File: config.mk
export PLATFORM = sky130hd
export DESIGN_NAME = pmax4
export DESIGN_NICKNAME = d
export VERILOG_FILES = /design/src/rtl/pmax4.sv
export SDC_FILE = /design/constraint.sdc
export NUM_CORES = 1
export LEC_CHECK = 0
export BUFFER_PORTS_ARGS = -buffer_cell sky130_fd_sc_hd__buf_2
export CAP_MARGIN = 20
export CORE_MARGIN = 4
export CORE_UTILIZATION = 25
export DETAILED_ROUTE_END_ITERATION = 10
export PLACE_DENSITY = 0.55
export SLEW_MARGIN = 20
export SYNTH_ARGS = -nofsm -noshare
export SYNTH_HDL_FRONTEND = slang
export SYNTH_SLANG_ARGS = --single-unit
File: constraint.sdc
create_clock -name clk -period 3.05 [get_ports clk]
set_input_delay 0.7625 -clock clk [delete_from_list [all_inputs] [get_ports clk]]
set_output_delay 0.7625 -clock clk [all_outputs]
set_load 0.02 [all_outputs]
File: src/rtl/pmax4.sv
module pmax4 #(
  parameter int LANES = 4,
  parameter int EW    = 8,
  parameter int FW    = 23
) (
  input  logic                       clk,
  input  logic                       rst,
  input  logic                       start,
  input  logic [LANES*(1+EW+FW)-1:0] src_a,
  input  logic [LANES*(1+EW+FW)-1:0] src_b,
  input  logic                       inv_mask,
  output logic [LANES*(1+EW+FW)-1:0] result,
  output logic                       done,
  output logic                       invalid,
  output logic                       exc
);
  localparam int LW = 1 + EW + FW;
  localparam int DW = LANES * LW;

  logic [DW-1:0]    max_vec;
  logic [LANES-1:0] nan_lane;

  for (genvar i = 0; i < LANES; i++) begin : g_lane
    logic [LW-1:0] a, b;
    logic a_nan, b_nan, both_zero, a_gt;
    assign a = src_a[i*LW +: LW];
    assign b = src_b[i*LW +: LW];
    assign a_nan = (&a[LW-2:FW]) && (|a[FW-1:0]);
    assign b_nan = (&b[LW-2:FW]) && (|b[FW-1:0]);
    assign both_zero = ~|{a[LW-2:0], b[LW-2:0]};
    always_comb begin
      if (a[LW-1] != b[LW-1]) a_gt = ~a[LW-1];
      else if (!a[LW-1])      a_gt = a[LW-2:0] > b[LW-2:0];
      else                    a_gt = a[LW-2:0] < b[LW-2:0];
    end
    assign nan_lane[i] = a_nan | b_nan;
    assign max_vec[i*LW +: LW] = (!nan_lane[i] && !both_zero && a_gt) ? a : b;
  end

  logic any_nan, trap;
  assign any_nan = |nan_lane;
  assign trap    = any_nan & ~inv_mask;

  always_ff @(posedge clk) begin
    if (rst) begin
      result  <= '0;
      done    <= 1'b0;
      invalid <= 1'b0;
      exc     <= 1'b0;
    end else begin
      done <= start;
      if (start) begin
        invalid <= any_nan;
        exc     <= trap;
        result  <= trap ? src_a : max_vec;
      end
    end
  end
endmodule


==> metrics, run 1 <==
clock latency on the worst-skew pair=0.47 ns; share of the synthesized area in the top cell type=22.6%; post-synthesis sequential area ratio=22.6%; leakage power=7.84 nW; CTS Root Buffer Type=clkbuf_16; Hold-fix buffers, CTS=0; Placed Area=0.0165 mm^2; vias in the first global route=14083; die footprint=0.0500 mm^2; Vias=13867; Synth Flop Type=dfxtp_1; Max Transition Viols Final=0; routed wl met3=3990 um; sw frac=36.1%; Netlist Area Pre-Place=0.0116 mm^2; P_int=4.16 mW; Post-synth ARST share=0%; Die W=224 um; nets@finish=2383; post-place setup slack=-0.797 ns; Finished Layout Cells=2620; layout cell share with drive strength beyond 1=40.1%; DP Cell Count=2577; commonest cells after routing, fill and taps aside=buf_2, buf_4, nor2_1; synthesized flop and latch total=131; DRT met1 WL=22500 um; residual DRC count=0; TritonCTS Buffers=17; uppermost routed layer=met5; core box area=0.0457 mm^2; initial antenna violation count=10; met2 WL post-DR=23600 um; Final Setup Violations=0; Max Cap Viol=0; Mapped Nets=1841; Chip Height=224 um; Logic pwr share=35.2%; Crit Path Class=in2reg; syn avg cell area=7.97 um^2; most common cell after layout, fill and taps aside=buf_2; sequential power share=30.1%; crit path max fanout=15; hpwl dp=39900 um; CTS tree=built; Detailed Route Iter0 Violations=958; worst min path class=reg2reg; htree depth=4; Final min period=2.98 ns; grt total ovfl=0; crit end category=flip-flop; fmax=335 MHz; Worst Path Required=3.45 ns; CTS clock-pin slew for the worst setup and hold paths=0.06 ns; Synth area leaders=dfxtp_1, ha_1, o21bai_1, a41oi_1, a211oi_2; Final Cycle Share=97.7%; sw power=2.35 mW; FP Rows=78; vias per cell=5.29; startpoint types=input port; Setup WS post-layout=0.0686 ns; IO buf count=390; worst-margin pin slew=0.775 ns; Layout area overhead=48.6%; post-synthesis cell count=1457; All-Layer GR Usage=19.9%; synth unique cells=47; Routed Antenna Nets=0; Hold Vio Cnt, Final=0; post-route design area=0.0173 mm^2; synth warn=0; largest area contributor in the netlist=dfxtp_1; drt pass-1 iters=5; WL/cell=19.7 um; Layout fillers=4732; post-route total power=6.51 mW; Clock Tree Buf Depth=2; clock skew=0 ns; I/O pins=391; unrepaired setup endpoints after global routing=no; Peak VDD IR=0.000293 V; Total Routed Length=51500 um; hold slack=0.463 ns; Initial Utilization=25.4%; relative slew slack=48.2%; CTS sink cnt=131; Final GP Congestion=0.919; global-route wire length before repair=79400 um; Clock Power Share=34.7%; largest net degree at the start of global routing=110; Worst EP arrival=3.38 ns; outcome=completed; PD cells=377 mW/mm^2; Post-synth EDFFs=0
==> power groups by stage <==
| stage | registers [mW] | logic, mW | clock network, mW |
|---|---|---|---|
| global route | 1.98 | 2.49 | 2.37 |
| finish | 1.96 | 2.29 | 2.26 |
| CTS | 1.96 | 2.29 | 2.34 |
| global placement | 2.00 | 2.23 | 0 |
| floorplan | 2.17 | 1.08 | 0 |
| detailed placement | 2.00 | 2.27 | 0 |
==> area by class of cell <==
class	instances	area (um^2)	share of cell area (%)
multi-input combinational	1074	8690	50.3
inverter	131	519	3.01
timing repair buffer	644	4050	23.4
sequential	131	2620	15.2
clock inverter	12	155	0.899
clock buffer	20	457	2.65
antenna	8	20.0	0.116
tap	600	751	4.35
==> Yosys cell counts, types with 9 or more instances <==
| cell | instances |
|---|---|
| dfxtp_1 | 131 |
| a41oi_1 | 94 |
| ha_1 | 124 |
| a21oi_1 | 41 |
| o211ai_1 | 9 |
| nor3_1 | 13 |
| nand2b_1 | 90 |
| a2111oi_0 | 31 |
| clkbuf_1 | 104 |
| a211oi_1 | 75 |
| o21ai_0 | 26 |
| nor2_1 | 155 |
| a211oi_2 | 60 |
| nand4_1 | 38 |
| nand2_1 | 39 |
| nand3_1 | 15 |
| o21bai_1 | 124 |
| and4_1 | 12 |
| inv_1 | 131 |
| nor4_1 | 54 |
==> stage by stage <==
step / util [%] / TNS [ns]
global placement: 36.2 / -83.76
floorplan: - / -2.56
detailed placement: 36.2 / -83.67
CTS: 37.6 / 0
finish: 37.8 / 0
global route: 37.8 / 0
==> sequential cells by signal, indices dropped and copies added (netlist names) <==
| name | cells |
|---|---|
| result | 128 |
| done | 1 |
| exc | 1 |
| invalid | 1 |
==> layer usage <==
layer  GRT usage (%)  vias to the layer above
li1                -                     6637
met1            25.3                     6648
met2            32.3                      491
met3            5.87                       85
met4            7.04                        6
met5               0                        -
==> critical path, cell delays in order <==
cell and delay, ns:
buf_2 0.11, or4_1 0.57, nor2_2 0.22, a211oi_1 0.18
a211o_1 0.34, or4b_1 0.57, and4_4 0.22, buf_12 0.16
a211oi_2 0.22
==> final timing paths <==
path | start | slack [ns] | cells past startpoint | endpoint
min | result[95] | 0.46 | 2 | result[95]
max | src_a[37] | 0.07 | 9 | result[39]
max reg2reg | result[86] | 2.27 | 2 | result[86]
min reg2reg | result[95] | 0.46 | 2 | result[95]
==> kinds of logic (layout without fill, tap and decap cells) <==
kind of cell               count (synthesis)  after routing  share of synthesized area [%]
AOI/OAI and AO/OA                        500            500                           35.0
and+or+nand+nor                          448            449                           20.2
buffers and inverters                    253            807                           8.79
DFF                                      131            131                           22.6
adders and majority gates                124            124                           13.4
muxes                                      1              1                         0.0862
other                                      0              8                              0
==> timing repair <==
item                                   4_1_cts  5_1_grt
cloned                                       1        0
setup buffers                                1        1
setup endpoints to repair                  107       62
endpoints found under the hold margin        0        0
pin swaps                                    2        1
gates resized for setup                      3       11
Power figures use the tool's default switching activity.
==> run 2, diff against run 1 <==
- CORE_ASPECT_RATIO: not set -> 0.6
- PLACE_DENSITY: 0.55 -> 0.53
- clock period: 3.05 -> 3.8 ns (I/O delays scaled with it)
==> metrics, run 2 (synthesized netlist as in run 1, its figures left out) <==
CTS sink cnt=131 (unchanged); Total Routed Length=53400 um (was 51500 um); nets@finish=2199 (was 2383); clock skew=0 ns (unchanged); core box area=0.0453 mm^2 (was 0.0457 mm^2); Final Setup Violations=0 (unchanged); Clock Power Share=36.3% (was 34.7%); Vias=13278 (was 13867); worst-margin pin slew=0.781 ns (was 0.775 ns); residual DRC count=0 (unchanged); All-Layer GR Usage=20.3% (was 19.9%); most common cell after layout, fill and taps aside=buf_2 (unchanged); Final Cycle Share=88.3%; Hold Vio Cnt, Final=0 (unchanged); CP delay by family, top=compound AO/OA/AOI/OAI gates (was simple AND/OR/NAND/NOR gates); drt pass-1 iters=6 (was 5); die footprint=0.0501 mm^2 (was 0.0500 mm^2); met3 Use GR=4.88% (was 5.87%); Final GP Congestion=0.943 (was 0.919); relative slew slack=48.0% (was 48.2%); PD cells=329 mW/mm^2 (was 377 mW/mm^2); Max Transition Viols Final=0 (unchanged); Max Cap Viol=0 (unchanged); unrepaired setup endpoints after global routing=no (unchanged); # Post-CTS Setup Buffers=0 (was 1); fmax=298 MHz; Worst EP arrival=3.67 ns (was 3.38 ns); CTS Root Buffer Type=clkbuf_16 (unchanged); commonest cells after routing, fill and taps aside=buf_2, nor2_1, dfxtp_1 (was buf_2, buf_4, nor2_1); sequential power share=31.5% (was 30.1%); crit end category=flip-flop (unchanged); Hold Crit Depth=2 (unchanged); met2 Use GR=31.2% (was 32.3%); Hold-fix buffers, CTS=0 (unchanged); WL/cell=21.7 um (was 19.7 um); Routed Antenna Nets=0 (unchanged); Biggest register=result (unchanged); CTS clock-pin slew for the worst setup and hold paths=0.07 ns (was 0.06 ns); post-layout util=33.4% (was 37.8%); sw power=1.88 mW (was 2.35 mW); R2R depth=2 (unchanged); leakage power=6.88 nW (was 7.84 nW); Die W=286 um (was 224 um); FP Rows=60 (was 78); TritonCTS Buffers=17 (unchanged); worst-path cell chain=buf_2 > inv_1 > ha_1 > nand4_1 > nor3_1 > nand4_1 > a22o_1 > a311o_1 > buf_4 > a2111oi_0 > a211oi_1 (was buf_2 > or4_1 > nor2_2 > a211oi_1 > a211o_1 > or4b_1 > and4_4 > buf_12 > a211oi_2); Clock Tree Buf Depth=2 (unchanged); Detailed Route Iter0 Violations=956 (was 958); grt total ovfl=0 (unchanged); vias per cell=5.40 (was 5.29); Initial Utilization=25.6% (was 25.4%); Logic pwr share=32.2% (was 35.2%); Worst Path Required=4.11 ns (was 3.45 ns); P_int=3.10 mW (was 4.16 mW); worst stage delay on the critical path=0.54 ns (was 0.57 ns); clock latency on the worst-skew pair=0.43 ns (was 0.47 ns); post-route setup TNS=0 ns (unchanged); sw frac=37.7% (was 36.1%); RR Startpoint=result[109] (was result[86]); Crit Path Class=in2reg (unchanged); largest net degree at the start of global routing=99 (was 110); met1 Resource Use GR=28.8% (was 25.3%); Final min period=3.36 ns; Largest register FFs=128 (unchanged); startpoint types=input port (unchanged); CP most frequent cell=nand4_1; CTS tree=built (unchanged); layout cell share with drive strength beyond 1=30.7% (was 40.1%); initial antenna violation count=15 (was 10); crit path max fanout=15 (unchanged); IO buf count=390 (unchanged); busiest grt layer=met2 (unchanged); vias in the first global route=12708 (was 14083); Crit-path slowest cell=a2111oi_0 (was or4_1); global-route wire length before repair=79800 um (was 79400 um); Worst R2R End=result[109] (was result[86]); Layout area overhead=30.2% (was 48.6%); Bufs and invs on worst path=3 (was 2); flop2flop setup slack=3.03 ns (was 2.27 ns); hpwl dp=41500 um (was 39900 um); htree depth=4 (unchanged); outcome=completed (unchanged); worst min path class=reg2reg (unchanged); hold endpoint=result[127] (was result[95]); Peak VDD IR=0.000209 V (was 0.000293 V); post-CTS resize count=0 (was 3); I/O pins=391 (unchanged); Chip Height=175 um (was 224 um); hold wc startpoint=result[127] (was result[95])
==> run 2: worst max-delay path by stage <==
stage | start | end | slack (ns) | cells past startpoint
floorplan | src_b[48] | result[33] | 0.37 | 12
global placement | src_b[25] | result[13] | 0.1 | 12
detailed placement | src_b[25] | result[30] | 0.05 | 11
CTS | src_b[24] | result[27] | 0.51 | 11
global route | src_b[13] | result[21] | 0.14 | 11
finish | src_b[13] | result[19] | 0.44 | 11
==> run 2: layout make-up <==
cell class / instances / area [um^2]
Clock inverter: 15 / 184
Timing Repair Buffer: 461 / 2610
Antenna cell: 11 / 27.5
Fill cell: 4871 / 30200
Sequential cell: 131 / 2620
Multi-Input combinational cell: 1073 / 7990
Clock buffer: 17 / 425
Inverter: 131 / 494
Tap cell: 620 / 776
==> run 2: through the flow <==
step           instances  hold slack, ns  setup slack (ns)  instance area (um^2)  power, mW
3_3_place_gp        2416           0.435            0.0954                 14500       3.17
2_1_floorplan       1457           0.536             0.369                 11600       2.51
5_1_grt             2458           0.497             0.142                 15100       5.25
4_1_cts             2448           0.460             0.508                 15100       5.04
6_report            2459           0.453             0.443                 15100       4.98
3_5_place_dp        2416           0.445            0.0490                 14500       3.19
==> run 2: worst reg2reg max path, cell delays in order, from the launching register on <==
cell and delay, ns:
dfxtp_1 0.37, o21bai_1 0.07, a211oi_1 0.24
==> run 2: power by group through the flow <==
stage | registers, mW | clock network, mW | logic [mW]
6_report | 1.57 | 1.81 | 1.60
5_1_grt | 1.58 | 1.92 | 1.75
4_1_cts | 1.57 | 1.87 | 1.60
3_5_place_dp | 1.60 | 0 | 1.59
3_3_place_gp | 1.60 | 0 | 1.57
2_1_floorplan | 1.74 | 0 | 0.766
==> run 2: routing by layer <==
metal  wire [um]  up-vias
met2       23800      478
met4         609        6
met3        3780       43
li1            -     6246
met1       25200     6505
met5          41        -
